===== config.mk =====
export PLATFORM = sky130hd
export DESIGN_NAME = mri_seq
export DESIGN_NICKNAME = d
export VERILOG_FILES = /design/src/rtl/mri_pkg.sv /design/src/rtl/mri_decode.sv /design/src/rtl/mri_alu.sv /design/src/rtl/mri_seq.sv
export SDC_FILE = /design/constraint.sdc
export NUM_CORES = 1
export LEC_CHECK = 0
export ABC_AREA = 1
export BUFFER_PORTS_ARGS = -buffer_cell sky130_fd_sc_hd__buf_2
export CAP_MARGIN = 5
export CORE_MARGIN = 2
export CORE_UTILIZATION = 40
export CTS_CLUSTER_SIZE = 16
export DETAILED_ROUTE_END_ITERATION = 10
export PLACE_DENSITY = 0.67
export SLEW_MARGIN = 20
export SYNTH_ARGS = -nofsm -noshare
export SYNTH_HDL_FRONTEND = slang
export SYNTH_SLANG_ARGS = --single-unit

===== constraint.sdc =====
create_clock -name clk -period 3.8 [get_ports clk]
set_clock_uncertainty 0.1 [all_clocks]
set_input_delay 0.76 -clock clk [delete_from_list [all_inputs] [get_ports clk]]
set_output_delay 0.76 -clock clk [all_outputs]
set_load 0.05 [all_outputs]

===== src/rtl/mri_pkg.sv =====
package mri_pkg;
  localparam int WORD_W   = 12;
  localparam int OFF_W    = 7;
  localparam int OP_W     = 3;
  localparam int WIN_LO_W = 3;
  localparam int WIN_IDX  = 1;
  localparam int PAGE_BIT = OFF_W;
  localparam int IND_BIT  = OFF_W + 1;

  typedef logic [WORD_W-1:0] word_t;

  typedef enum logic [OP_W-1:0] {
    OP_AND = 3'd0, OP_TAD = 3'd1, OP_ISZ = 3'd2, OP_DCA = 3'd3,
    OP_JMS = 3'd4, OP_JMP = 3'd5, OP_IOX = 3'd6, OP_MSC = 3'd7
  } op_e;

  typedef enum logic [2:0] {
    S_IDLE, S_PTR_RD, S_PTR_WB, S_OPD_RD, S_OPD_WR, S_FIN
  } state_e;

  function automatic word_t wrap_inc(word_t w);
    return w + word_t'(1);
  endfunction

  function automatic word_t form_addr(word_t instr, word_t pc_next);
    word_t base;
    base = instr[PAGE_BIT] ? {pc_next[WORD_W-1:OFF_W], {OFF_W{1'b0}}} : '0;
    return base | {{(WORD_W-OFF_W){1'b0}}, instr[OFF_W-1:0]};
  endfunction

  function automatic logic in_bump_window(word_t a);
    return (a >> WIN_LO_W) == word_t'(WIN_IDX);
  endfunction

  function automatic logic [WORD_W:0] add_with_link(logic lk, word_t acc, word_t opd);
    return {lk, acc} + {1'b0, opd};
  endfunction
endpackage


===== src/rtl/mri_decode.sv =====
module mri_decode
  import mri_pkg::*;
(
  input  word_t instr,
  input  word_t pc,
  output op_e   op,
  output logic  is_mem,
  output logic  indirect,
  output logic  needs_load,
  output logic  needs_store,
  output logic  bump_ptr,
  output word_t pc_next,
  output word_t addr0
);
  logic is_jump;

  always_comb begin
    op          = op_e'(instr[WORD_W-1 -: OP_W]);
    pc_next     = wrap_inc(pc);
    addr0       = form_addr(instr, pc_next);
    is_mem      = (op != OP_IOX) && (op != OP_MSC);
    is_jump     = (op == OP_JMS) || (op == OP_JMP);
    indirect    = is_mem && instr[IND_BIT];
    needs_load  = (op == OP_AND) || (op == OP_TAD) || (op == OP_ISZ);
    needs_store = (op == OP_ISZ) || (op == OP_DCA) || (op == OP_JMS);
    bump_ptr    = indirect && !is_jump && in_bump_window(addr0);
  end
endmodule


===== src/rtl/mri_alu.sv =====
module mri_alu
  import mri_pkg::*;
(
  input  op_e   op,
  input  word_t acc,
  input  logic  link,
  input  word_t rdata,
  input  word_t pc_next,
  input  word_t ea,
  input  word_t isz_val,
  output word_t ld_acc,
  output logic  ld_link,
  output word_t isz_next,
  output word_t st_data,
  output word_t npc
);
  logic [WORD_W:0] sum;

  always_comb begin
    sum      = add_with_link(link, acc, rdata);
    ld_acc   = acc;
    ld_link  = link;
    if (op == OP_AND) ld_acc = acc & rdata;
    if (op == OP_TAD) begin
      ld_acc  = sum[WORD_W-1:0];
      ld_link = sum[WORD_W];
    end
    isz_next = wrap_inc(rdata);
    case (op)
      OP_ISZ:  st_data = isz_val;
      OP_DCA:  st_data = acc;
      default: st_data = pc_next;
    endcase
    case (op)
      OP_JMP:  npc = ea;
      OP_JMS:  npc = wrap_inc(ea);
      OP_ISZ:  npc = (isz_val == '0) ? wrap_inc(pc_next) : pc_next;
      default: npc = pc_next;
    endcase
  end
endmodule


===== src/rtl/mri_seq.sv =====
module mri_seq
  import mri_pkg::*;
(
  input  logic              clk,
  input  logic              rst_n,
  input  logic              in_valid,
  output logic              in_ready,
  input  logic [WORD_W-1:0] in_instr,
  input  logic [WORD_W-1:0] in_pc,
  input  logic [WORD_W-1:0] in_acc,
  input  logic              in_link,
  output logic              done,
  output logic [WORD_W-1:0] next_pc,
  output logic [WORD_W-1:0] acc_out,
  output logic              link_out,
  output logic              mem_req_valid,
  input  logic              mem_req_ready,
  output logic              mem_req_write,
  output logic [WORD_W-1:0] mem_req_addr,
  output logic [WORD_W-1:0] mem_req_wdata,
  input  logic              mem_rsp_valid,
  output logic              mem_rsp_ready,
  input  logic [WORD_W-1:0] mem_rsp_rdata
);
  state_e st;
  logic   wait_q;
  word_t  instr_q, pc_q, acc_q, addr0_q, ea_q, data_q;
  logic   link_q;

  logic   idle;
  word_t  dec_instr, dec_pc, dec_pc_next, dec_addr0;
  op_e    dec_op;
  logic   dec_mem, dec_ind, dec_load, dec_store, dec_bump;
  state_e first_exec;

  word_t  alu_acc, alu_isz, alu_st, alu_npc;
  logic   alu_link;

  // Named events for the checker
  logic   req_fire, rsp_fire, mem_phase, autoinc_phase;

  assign idle      = (st == S_IDLE);
  assign dec_instr = idle ? in_instr : instr_q;
  assign dec_pc    = idle ? in_pc : pc_q;

  mri_decode u_dec (
    .instr(dec_instr), .pc(dec_pc), .op(dec_op), .is_mem(dec_mem),
    .indirect(dec_ind), .needs_load(dec_load), .needs_store(dec_store),
    .bump_ptr(dec_bump), .pc_next(dec_pc_next), .addr0(dec_addr0)
  );

  mri_alu u_alu (
    .op(dec_op), .acc(acc_q), .link(link_q), .rdata(mem_rsp_rdata),
    .pc_next(dec_pc_next), .ea(ea_q), .isz_val(data_q),
    .ld_acc(alu_acc), .ld_link(alu_link), .isz_next(alu_isz),
    .st_data(alu_st), .npc(alu_npc)
  );

  always_comb begin
    if (dec_load)       first_exec = S_OPD_RD;
    else if (dec_store) first_exec = S_OPD_WR;
    else                first_exec = S_FIN;
  end

  assign mem_phase     = (st == S_PTR_RD) || (st == S_PTR_WB) ||
                         (st == S_OPD_RD) || (st == S_OPD_WR);
  assign autoinc_phase = (st == S_PTR_WB);
  assign mem_req_valid = mem_phase && !wait_q;
  assign mem_rsp_ready = wait_q;
  assign req_fire      = mem_req_valid && mem_req_ready;
  assign rsp_fire      = mem_rsp_valid && mem_rsp_ready;
  assign mem_req_write = (st == S_PTR_WB) || (st == S_OPD_WR);
  assign mem_req_addr  = ((st == S_PTR_RD) || (st == S_PTR_WB)) ? addr0_q : ea_q;
  assign mem_req_wdata = (st == S_PTR_WB) ? ea_q : alu_st;

  assign in_ready = idle;
  assign done     = (st == S_FIN);
  assign next_pc  = alu_npc;
  assign acc_out  = acc_q;
  assign link_out = link_q;

  always_ff @(posedge clk or negedge rst_n) begin
    if (!rst_n) begin
      st      <= S_IDLE;
      wait_q  <= 1'b0;
      instr_q <= '0;
      pc_q    <= '0;
      acc_q   <= '0;
      link_q  <= 1'b0;
      addr0_q <= '0;
      ea_q    <= '0;
      data_q  <= '0;
    end else begin
      if (req_fire) wait_q <= 1'b1;
      if (rsp_fire) wait_q <= 1'b0;
      case (st)
        S_IDLE: if (in_valid) begin
          instr_q <= in_instr;
          pc_q    <= in_pc;
          acc_q   <= in_acc;
          link_q  <= in_link;
          addr0_q <= dec_addr0;
          ea_q    <= dec_addr0;
          data_q  <= '0;
          if (!dec_mem)     st <= S_FIN;
          else if (dec_ind) st <= S_PTR_RD;
          else              st <= first_exec;
        end
        S_PTR_RD: if (rsp_fire) begin
          if (dec_bump) begin
            ea_q <= wrap_inc(mem_rsp_rdata);
            st   <= S_PTR_WB;
          end else begin
            ea_q <= mem_rsp_rdata;
            st   <= first_exec;
          end
        end
        S_PTR_WB: if (rsp_fire) st <= first_exec;
        S_OPD_RD: if (rsp_fire) begin
          acc_q  <= alu_acc;
          link_q <= alu_link;
          if (dec_op == OP_ISZ) begin
            data_q <= alu_isz;
            st     <= S_OPD_WR;
          end else begin
            st <= S_FIN;
          end
        end
        S_OPD_WR: if (rsp_fire) begin
          if (dec_op == OP_DCA) acc_q <= '0;
          st <= S_FIN;
        end
        default: st <= S_IDLE;
      endcase
    end
  end
endmodule


==> impl_summary.txt, run 1 <==
----------------------------------------------------
[Synthesis]
  Simple-gate area share of the yosys netlist ... a little under a third
  Number of distinct library cells after synthesis ... 53
  Count of synthesis-stage warnings from yosys ... 0
  Main area contributors after synthesis ... sky130_fd_sc_hd__dfrtp_1 (30%), sky130_fd_sc_hd__nand2_1 (12%), sky130_fd_sc_hd__inv_1 (6.8%)
  Syn Nets ... between 900 and 1k
  Synthesized flop and latch total ... 77
  Share of flip-flops with an asynchronous set or reset ... 100%
  Xor-xnor portion of the synthesized cell area ... 3.52%
  Seq/Total Area, Yosys ... approximately 30%
  Combinational family with the most area after synthesis ... simple AND/OR/NAND/NOR gates
  Cell count after synthesis ... just over 900
  Number of flops mapped to enable cells by yosys ... 0
  Area share of the leading cell type in the synthesized netlist ... 30.0%
  Top_reg_cell synth ... sky130_fd_sc_hd__dfrtp_1
  Adder-cell share of the synthesized area ... 3.62%
  Post-Synthesis Cell Area ... 6420 sq um
  Area fraction in compound gates after synthesis ... 21.9%
  Mux contribution to synthesized area ... 0%
  Syn Area/Cell ... about 7.0 sq um
  Area leader, netlist ... sky130_fd_sc_hd__dfrtp_1

[Drt]
  Drt via density ... between 5 and 6
  Initial DRC Count ... 510
  Via count of the routed design ... 6807
  Average wire per cell in the routed design ... 16.5 microns
  Final antenna-violating net count ... 0
  Routed wire length ... roughly 21000 microns
  Number of detailed-routing iterations run before antenna repair ... 5
  Post-detailed-route DRC marker count ... 0

[Placement]
  Half-perimeter wire length after placement ... 15900 microns
  Gpl congestion ... 0.926
  # port buffers ... 107
  Total instance count after detailed placement ... 1245

[Worst setup path]
  Kind of cell with the highest combined delay on the critical path ... simple AND/OR/NAND/NOR gates
  Worst path bufs/invs ... 1
  WP data arrival ... 2900 ps
  Crit path launch type ... flip-flop
  CP most frequent cell ... sky130_fd_sc_hd__nor2_4
  Standard cell with the maximum stage delay on the critical path ... sky130_fd_sc_hd__dfrtp_1
  Category of the critical setup timing path ... flip-flop to primary output
  Peak fanout along the critical path ... 7
  Endpoint required time on the critical path ... 2940 ps
  Chain of cells forming the critical path ... nor2_4, nand2_4, o21ai_4, ha_4, nand3_4, o21bai_1, nand2_2, nor2_4, nand3_4, nor2_4, nand3_2, nand2_2, nand3_2, a21oi_2, buf_6
  Crit path capture type ... primary output
  Delay of the slowest critical-path stage ... 410 ps

[STA]
  RSZ-0062 raised after global routing ... yes
  Slew Limit Fails ... 0
  Relative slew slack ... 43.3%
  Peak Freq ... 266 MHz
  Final Hold Slack ... 332 ps
  Minimum clock period ... 3760 ps
  Worst-margin pin slew ... around 850 ps
  Crit share post-route ... between 90 and 100%
  Hold Fails Final Rpt ... 0
  Total of endpoints with negative setup slack in the final report ... 0

[Final layout]
  Commonest non-fill, non-tap cell in the layout ... sky130_fd_sc_hd__nand2_1
  Non-filler instance count after layout ... 1277
  ANT cells ... 0
  Number of nets at the end of the flow ... ~1.1k
  Commonest non-fill, non-tap cells in the layout ... sky130_fd_sc_hd__nand2_1 (193), sky130_fd_sc_hd__inv_1 (108), sky130_fd_sc_hd__buf_2 (89), sky130_fd_sc_hd__o21ai_0 (83), sky130_fd_sc_hd__dfrtp_1 (77)
  Layout Area Growth over Synthesis ... 26.1%
  Ratio of cells with drive above 1 in the final layout ... 28.8%

[Worst hold path]
  Path category of the worst min-delay check ... primary input to asynchronous set/reset pin

[Floorplanning]
  Die Area ... approximately 17000 sq um
  Chip Width ... between 100 and 150 microns
  Num ports ... 108
  Row count ... 46
  Starting density of the core ... 40.7%
  Total core area ... 15800 sq um
  DIE HEIGHT ... roughly 130 microns

[Global routing]
  Grt total ovfl ... 0
  Initial antenna violation count ... 0
  GRT Util Overall ... 24.7%
  Maximum number of pins on one net before global-route repair ... 78
  Wire length of the first global-routing pass ... around 32000 microns
  Number of global-route vias before repair ... 6138

[CTS]
  CTS Buf Count ... 9
  Sinks on the clock net ... 77
  Buffer type at the clock tree root ... sky130_fd_sc_hd__clkbuf_16
  Clock tree from TritonCTS ... built
  Clock latency of the later-clocked register in the worst-skew pair ... between 300 and 400 ps
  Clock-pin slew of the registers on the worst-case setup and hold paths ... 60 ps
  Clock tree buffer depth ... 2
  CTS H-tree depth ... 3

[Job]
  Max-capacitance violation count ... 0

[Status]
  Status ... completed

----------------------------------------------------
[final cells by class]
cell class	instances	area [sq um]
fill	1613	7670
multi-input combinational	682	4090
sequential	77	1930
timing repair buffer	155	956
inverter	131	500
clock buffer	13	270
tap	216	270
clock inverter	3	90.1
[metal layers]
metal / wire length, microns / global-route usage, % / up-vias
li1: - / - / 3341
met1: 9250 / 34.2 / 3199
met2: 9890 / 39.3 / 237
met3: 1420 / 3.87 / 30
met4: 449 / 8.57 / 0
met5: 0 / 0 / -
[worst reg2reg max path, delay by kind of cell, from the launching register on]
family          cells  cell delay (ps)
fa+ha+maj           1              190
flops               1              410
simple gates       10             1880
compound gates      2              310
[repair_timing]
action                     4_1_cts  5_1_grt
resized for setup                6       78
pin swaps                        3       22
setup buffers                    4       13
hold buffers                     0        0
setup endpoints to repair       16       24
[synth_stat cells, types with 2 or more instances]
cell / instances
sky130_fd_sc_hd__clkbuf_1: 14
sky130_fd_sc_hd__o21bai_1: 3
sky130_fd_sc_hd__nand3b_1: 4
sky130_fd_sc_hd__nand2_2: 19
sky130_fd_sc_hd__xor2_1: 20
sky130_fd_sc_hd__a21oi_2: 11
sky130_fd_sc_hd__a22oi_1: 2
sky130_fd_sc_hd__xnor2_1: 4
sky130_fd_sc_hd__inv_1: 116
sky130_fd_sc_hd__a21oi_1: 69
sky130_fd_sc_hd__nor2_4: 4
sky130_fd_sc_hd__ha_1: 17
sky130_fd_sc_hd__a31oi_1: 2
sky130_fd_sc_hd__clkinv_1: 4
sky130_fd_sc_hd__nand3_4: 2
sky130_fd_sc_hd__nand2_4: 3
sky130_fd_sc_hd__nand3_1: 67
sky130_fd_sc_hd__nand4_1: 9
sky130_fd_sc_hd__inv_2: 11
sky130_fd_sc_hd__a32oi_1: 8
sky130_fd_sc_hd__o21ai_2: 3
sky130_fd_sc_hd__nand2_1: 206
sky130_fd_sc_hd__a211oi_1: 3
sky130_fd_sc_hd__o22ai_1: 3
sky130_fd_sc_hd__o22ai_2: 10
sky130_fd_sc_hd__nor3_1: 12
sky130_fd_sc_hd__buf_4: 5
sky130_fd_sc_hd__dfrtp_1: 77
sky130_fd_sc_hd__nand3_2: 13
sky130_fd_sc_hd__o21ai_1: 6
sky130_fd_sc_hd__o21ai_0: 85
sky130_fd_sc_hd__o211ai_1: 7
sky130_fd_sc_hd__nor2_1: 58
sky130_fd_sc_hd__o2111ai_1: 2
sky130_fd_sc_hd__a221oi_1: 4
sky130_fd_sc_hd__o21a_1: 2
sky130_fd_sc_hd__buf_6: 5
sky130_fd_sc_hd__buf_2: 8
sky130_fd_sc_hd__nor2_2: 8
sky130_fd_sc_hd__o221ai_1: 4
[state kept, by name, indices dropped and copies added, names as in the netlist, 3 cells and up]
name and flops:
st 3, pc_q 12, ea_q 12, acc_out 12, addr0_q 12, data_q 12, instr_q 12
[logic make-up after synthesis]
logic type,after synthesis
simple gates,411
compound gates,228
buf+inv,164
flops,77
xor+xnor,25
fa+ha+maj,18
[per-stage QoR]
stage               setup WS [ps]  TNS (ps)  utilization [%]  area (sq um)
floorplan                   -3.79     -3.79                -          6500
global placement             83.5         0             46.7          7360
detailed placement           46.4         0             46.7          7360
CTS                         -15.3     -15.3             49.3          7770
global route                 -132      -913             51.4          8100
finish                       36.5         0             51.4          8100
[final timing paths]
check / startpoint / endpoint / slack (ps) / cells after the start
min reg2reg: addr0_q[2] / addr0_q[2] / 370 / 2
max in group asynchronous: rst_n / addr0_q[8] / 2740 / 1
min: rst_n / pc_q[10] / 330 / 1
min in group clk: addr0_q[2] / addr0_q[2] / 370 / 2
max: st[0] / next_pc[11] / 40 / 15
max reg2reg: st[0] / ea_q[3] / 790 / 13
Power of run 1 is left out: the tool's default activity adds up to more than one toggle a clock period on the data nets, which glitch-free logic cannot reach.
==> run 2, diff against run 1 <==
--- a/config.mk
+++ b/config.mk
@@ -9,10 +9,10 @@
 export BUFFER_PORTS_ARGS = -buffer_cell sky130_fd_sc_hd__buf_2
 export CAP_MARGIN = 5
 export CORE_MARGIN = 2
-export CORE_UTILIZATION = 40
+export CORE_UTILIZATION = 32
 export CTS_CLUSTER_SIZE = 16
 export DETAILED_ROUTE_END_ITERATION = 10
-export PLACE_DENSITY = 0.67
+export PLACE_DENSITY = 0.57
 export SLEW_MARGIN = 20
 export SYNTH_ARGS = -nofsm -noshare
 export SYNTH_HDL_FRONTEND = slang
==> run 2 against run 1 <==
The run now ends with negative setup slack left. Cell count grew 3.4%. Register-to-register slack better by 70 ps. Worst hold slack better by 36 ps. Flip-flop and latch count unchanged. Count of clock-buffer cells in the layout grew 1. Fmax shrank 1.5%. Critical path depth unchanged.
==> impl_summary.txt, run 2 (synthesized netlist as in run 1, its figures left out) <==
----------------------------------------------------
[CTS]
  CTS Buf Count ... 9 (unchanged)
  Clock tree from TritonCTS ... built (unchanged)
  Sinks on the clock net ... 77 (unchanged)
  Clock-pin slew of the registers on the worst-case setup and hold paths ... 60 ps (about the same)
  Buffer type at the clock tree root ... sky130_fd_sc_hd__clkbuf_16 (unchanged)
  Clock tree buffer depth ... 2 (unchanged)
  CTS H-tree depth ... 3 (unchanged)
  Clock latency of the later-clocked register in the worst-skew pair ... 350 ps (about the same)

[STA]
  Total of endpoints with negative setup slack in the final report ... 3 (was 0)
  Peak Freq ... 262 MHz (was 266 MHz)
  Slew Limit Fails ... 0 (unchanged)
  RSZ-0062 raised after global routing ... yes (unchanged)
  Relative slew slack ... 43.1% (was 43.3%)
  Minimum clock period ... 3820 ps (was 3760 ps)
  Worst Setup Slack, final ... -19.6 ps (was 36.5 ps)
  Worst-margin pin slew ... 851 ps (was 847 ps)
  Crit share post-route ... 101% (was 99.0%)
  Hold Fails Final Rpt ... 0 (unchanged)

[Drt]
  Routed wire length ... 21800 microns (was 21000 microns)
  Post-detailed-route DRC marker count ... 0 (unchanged)
  Number of detailed-routing iterations run before antenna repair ... 6 (was 5)
  Initial DRC Count ... 442 (was 510)
  Average wire per cell in the routed design ... 16.5 microns (about the same)
  Via count of the routed design ... 6558 (was 6807)
  Final antenna-violating net count ... 0 (unchanged)
  Drt via density ... 4.96 (was 5.33)

[Final layout]
  Non-filler instance count after layout ... 1321 (was 1277)
  Area of all sequential standard cells ... 1930 sq um (about the same)
  Number of fill cells in the layout ... 2066 (was 1613)
  Footprint of the multi-input gates ... 4100 sq um (was 4090 sq um)
  Commonest non-fill, non-tap cells in the layout ... sky130_fd_sc_hd__nand2_1 (197), sky130_fd_sc_hd__inv_1 (111), sky130_fd_sc_hd__buf_2 (84), sky130_fd_sc_hd__o21ai_0 (82), sky130_fd_sc_hd__dfrtp_1 (75) (was sky130_fd_sc_hd__nand2_1 (193), sky130_fd_sc_hd__inv_1 (108), sky130_fd_sc_hd__buf_2 (89), sky130_fd_sc_hd__o21ai_0 (83), sky130_fd_sc_hd__dfrtp_1 (77))
  Layout Area Growth over Synthesis ... 26.0% (was 26.1%)
  Ratio of cells with drive above 1 in the final layout ... 28.4% (was 28.8%)
  Number of nets at the end of the flow ... 1124 (was 1128)
  ANT cells ... 0 (unchanged)
  Commonest non-fill, non-tap cell in the layout ... sky130_fd_sc_hd__nand2_1 (unchanged)

[Placement]
  Half-perimeter wire length after placement ... 17300 microns (was 15900 microns)
  Gpl congestion ... 0.915 (was 0.926)
  Total instance count after detailed placement ... 1300 (was 1245)
  # port buffers ... 107 (unchanged)

[Worst setup path]
  Category of the critical setup timing path ... flip-flop to primary output (unchanged)
  CP most frequent cell ... sky130_fd_sc_hd__nand3_2 (was sky130_fd_sc_hd__nor2_4)
  Endpoint required time on the critical path ... 2940 ps (about the same)
  Crit path capture type ... primary output (unchanged)
  Delay of the slowest critical-path stage ... 440 ps (was 410 ps)
  Standard cell with the maximum stage delay on the critical path ... sky130_fd_sc_hd__dfrtp_2 (was sky130_fd_sc_hd__dfrtp_1)
  WP data arrival ... 2960 ps (was 2900 ps)
  Crit path launch type ... flip-flop (unchanged)
  Kind of cell with the highest combined delay on the critical path ... simple AND/OR/NAND/NOR gates (unchanged)
  Peak fanout along the critical path ... 7 (unchanged)
  Chain of cells forming the critical path ... nor2_4, nand2_4, o21ai_4, ha_4, nand3_4, o21bai_1, nand2_1, nor2_2, nand3_2, nor2_4, nand3_2, nand2_2, nand3_2, a21oi_2, buf_6 (was nor2_4, nand2_4, o21ai_4, ha_4, nand3_4, o21bai_1, nand2_2, nor2_4, nand3_4, nor2_4, nand3_2, nand2_2, nand3_2, a21oi_2, buf_6)
  Worst path bufs/invs ... 1 (unchanged)

[Status]
  Status ... finished with violations (was completed)
  Violations in the final reports ... negative setup slack

[Global routing]
  Number of global-route vias before repair ... 6141 (was 6138)
  Maximum number of pins on one net before global-route repair ... 54 (was 78)
  Wire length of the first global-routing pass ... 34100 microns (was 32300 microns)
  GRT Util Overall ... 20.4% (was 24.7%)
  Grt total ovfl ... 0 (unchanged)
  Initial antenna violation count ... 0 (unchanged)

[Job]
  Max-capacitance violation count ... 0 (unchanged)

[Floorplanning]
  Num ports ... 108 (unchanged)
  Die Area ... 21200 sq um (was 17100 sq um)
  Row count ... 51 (was 46)
  Total core area ... 19600 sq um (was 15800 sq um)
  DIE HEIGHT ... 146 microns (was 131 microns)
  Chip Width ... 146 microns (was 131 microns)
  Starting density of the core ... 32.8% (was 40.7%)

[Worst hold path]
  Path category of the worst min-delay check ... flip-flop to flip-flop (was primary input to asynchronous set/reset pin)

----------------------------------------------------
[run 2: cell count changes in the layout (fill, tap and decap cells not counted), moves of 2 or more]
cell                        before  now
sky130_fd_sc_hd__a32oi_1         2    0
sky130_fd_sc_hd__a32oi_2         6    8
sky130_fd_sc_hd__buf_2          89   84
sky130_fd_sc_hd__buf_6           4    6
sky130_fd_sc_hd__bufinv_16       3    0
sky130_fd_sc_hd__clkbuf_4        6    3
sky130_fd_sc_hd__dfrtp_1        77   75
sky130_fd_sc_hd__dfrtp_2         0    2
sky130_fd_sc_hd__inv_1         108  111
sky130_fd_sc_hd__nand2_1       193  197
sky130_fd_sc_hd__nand2_2        29   25
sky130_fd_sc_hd__nor2_4         10    8
sky130_fd_sc_hd__o2111ai_1       2    0
sky130_fd_sc_hd__o2111ai_2       0    2
[run 2: final timing paths]
path / endpoint / from / depth (start not counted) / slack (ps)
worst max-delay path: next_pc[11] / st[0] / 15 / -20
max in group asynchronous: st[2] / rst_n / 2 / 2530
worst max register to register: st[1] / st[0] / 13 / 860
worst min-delay path: pc_q[11] / pc_q[11] / 2 / 370
min in group asynchronous: instr_q[0] / rst_n / 1 / 380
worst min register to register: pc_q[11] / pc_q[11] / 2 / 370
[run 2: stage by stage]
step                      hold WS, ps  area [sq um]  setup slack [ps]  TNS [ps]  utilization (%)
after floorplan                   334          6500             -3.79     -3.79                -
after global placement            350          7480              69.4         0             38.2
after detailed placement          361          7480              2.61         0             38.2
after CTS                         374          7790             -56.2      -166             39.8
after global routing              407          8090              -160      -857             41.3
final                             368          8090             -19.6     -38.4             41.3
[run 2: what timing repair did]
item / 4_1_cts / 5_1_grt
hold buffers: 0 / 0
pin swaps: 1 / 19
endpoints found under the hold margin: 0 / 0
setup buffers: 1 / 5
setup endpoints to repair: 19 / 24
resized for setup: 11 / 81
[run 2: layout make-up]
class | instances | area share (%)
clock inverters | 1 | 0.0618
clock buffers | 14 | 3.39
well taps | 265 | 4.10
flip-flops and latches | 77 | 23.8
inverters | 131 | 6.11
repair buffers | 151 | 11.8
multi-input cells | 682 | 50.7
[run 2: worst register-to-register path, stage by stage, from the launching register on]
cell and delay [ps]:
sky130_fd_sc_hd__dfrtp_2 440, sky130_fd_sc_hd__nor2_4 220, sky130_fd_sc_hd__nand2_4 150, sky130_fd_sc_hd__buf_4 200, sky130_fd_sc_hd__inv_2 50, sky130_fd_sc_hd__buf_4 190
sky130_fd_sc_hd__or2_1 120, sky130_fd_sc_hd__o21ai_1 130, sky130_fd_sc_hd__inv_2 160, sky130_fd_sc_hd__nand3_2 370, sky130_fd_sc_hd__nand3_4 420, sky130_fd_sc_hd__a21oi_1 110
sky130_fd_sc_hd__nand2_1 70, sky130_fd_sc_hd__o21ai_0 90
[run 2: metal layers]
layer | global-route usage [%] | vias up | wire [microns]
met2 | 33.3 | 158 | 10300
met3 | 4.26 | 14 | 971
met5 | 0 | - | 0
met1 | 28.2 | 3062 | 10300
met4 | 3.82 | 0 | 202
li1 | - | 3324 | -
Power of run 2 is left out for the same reason.
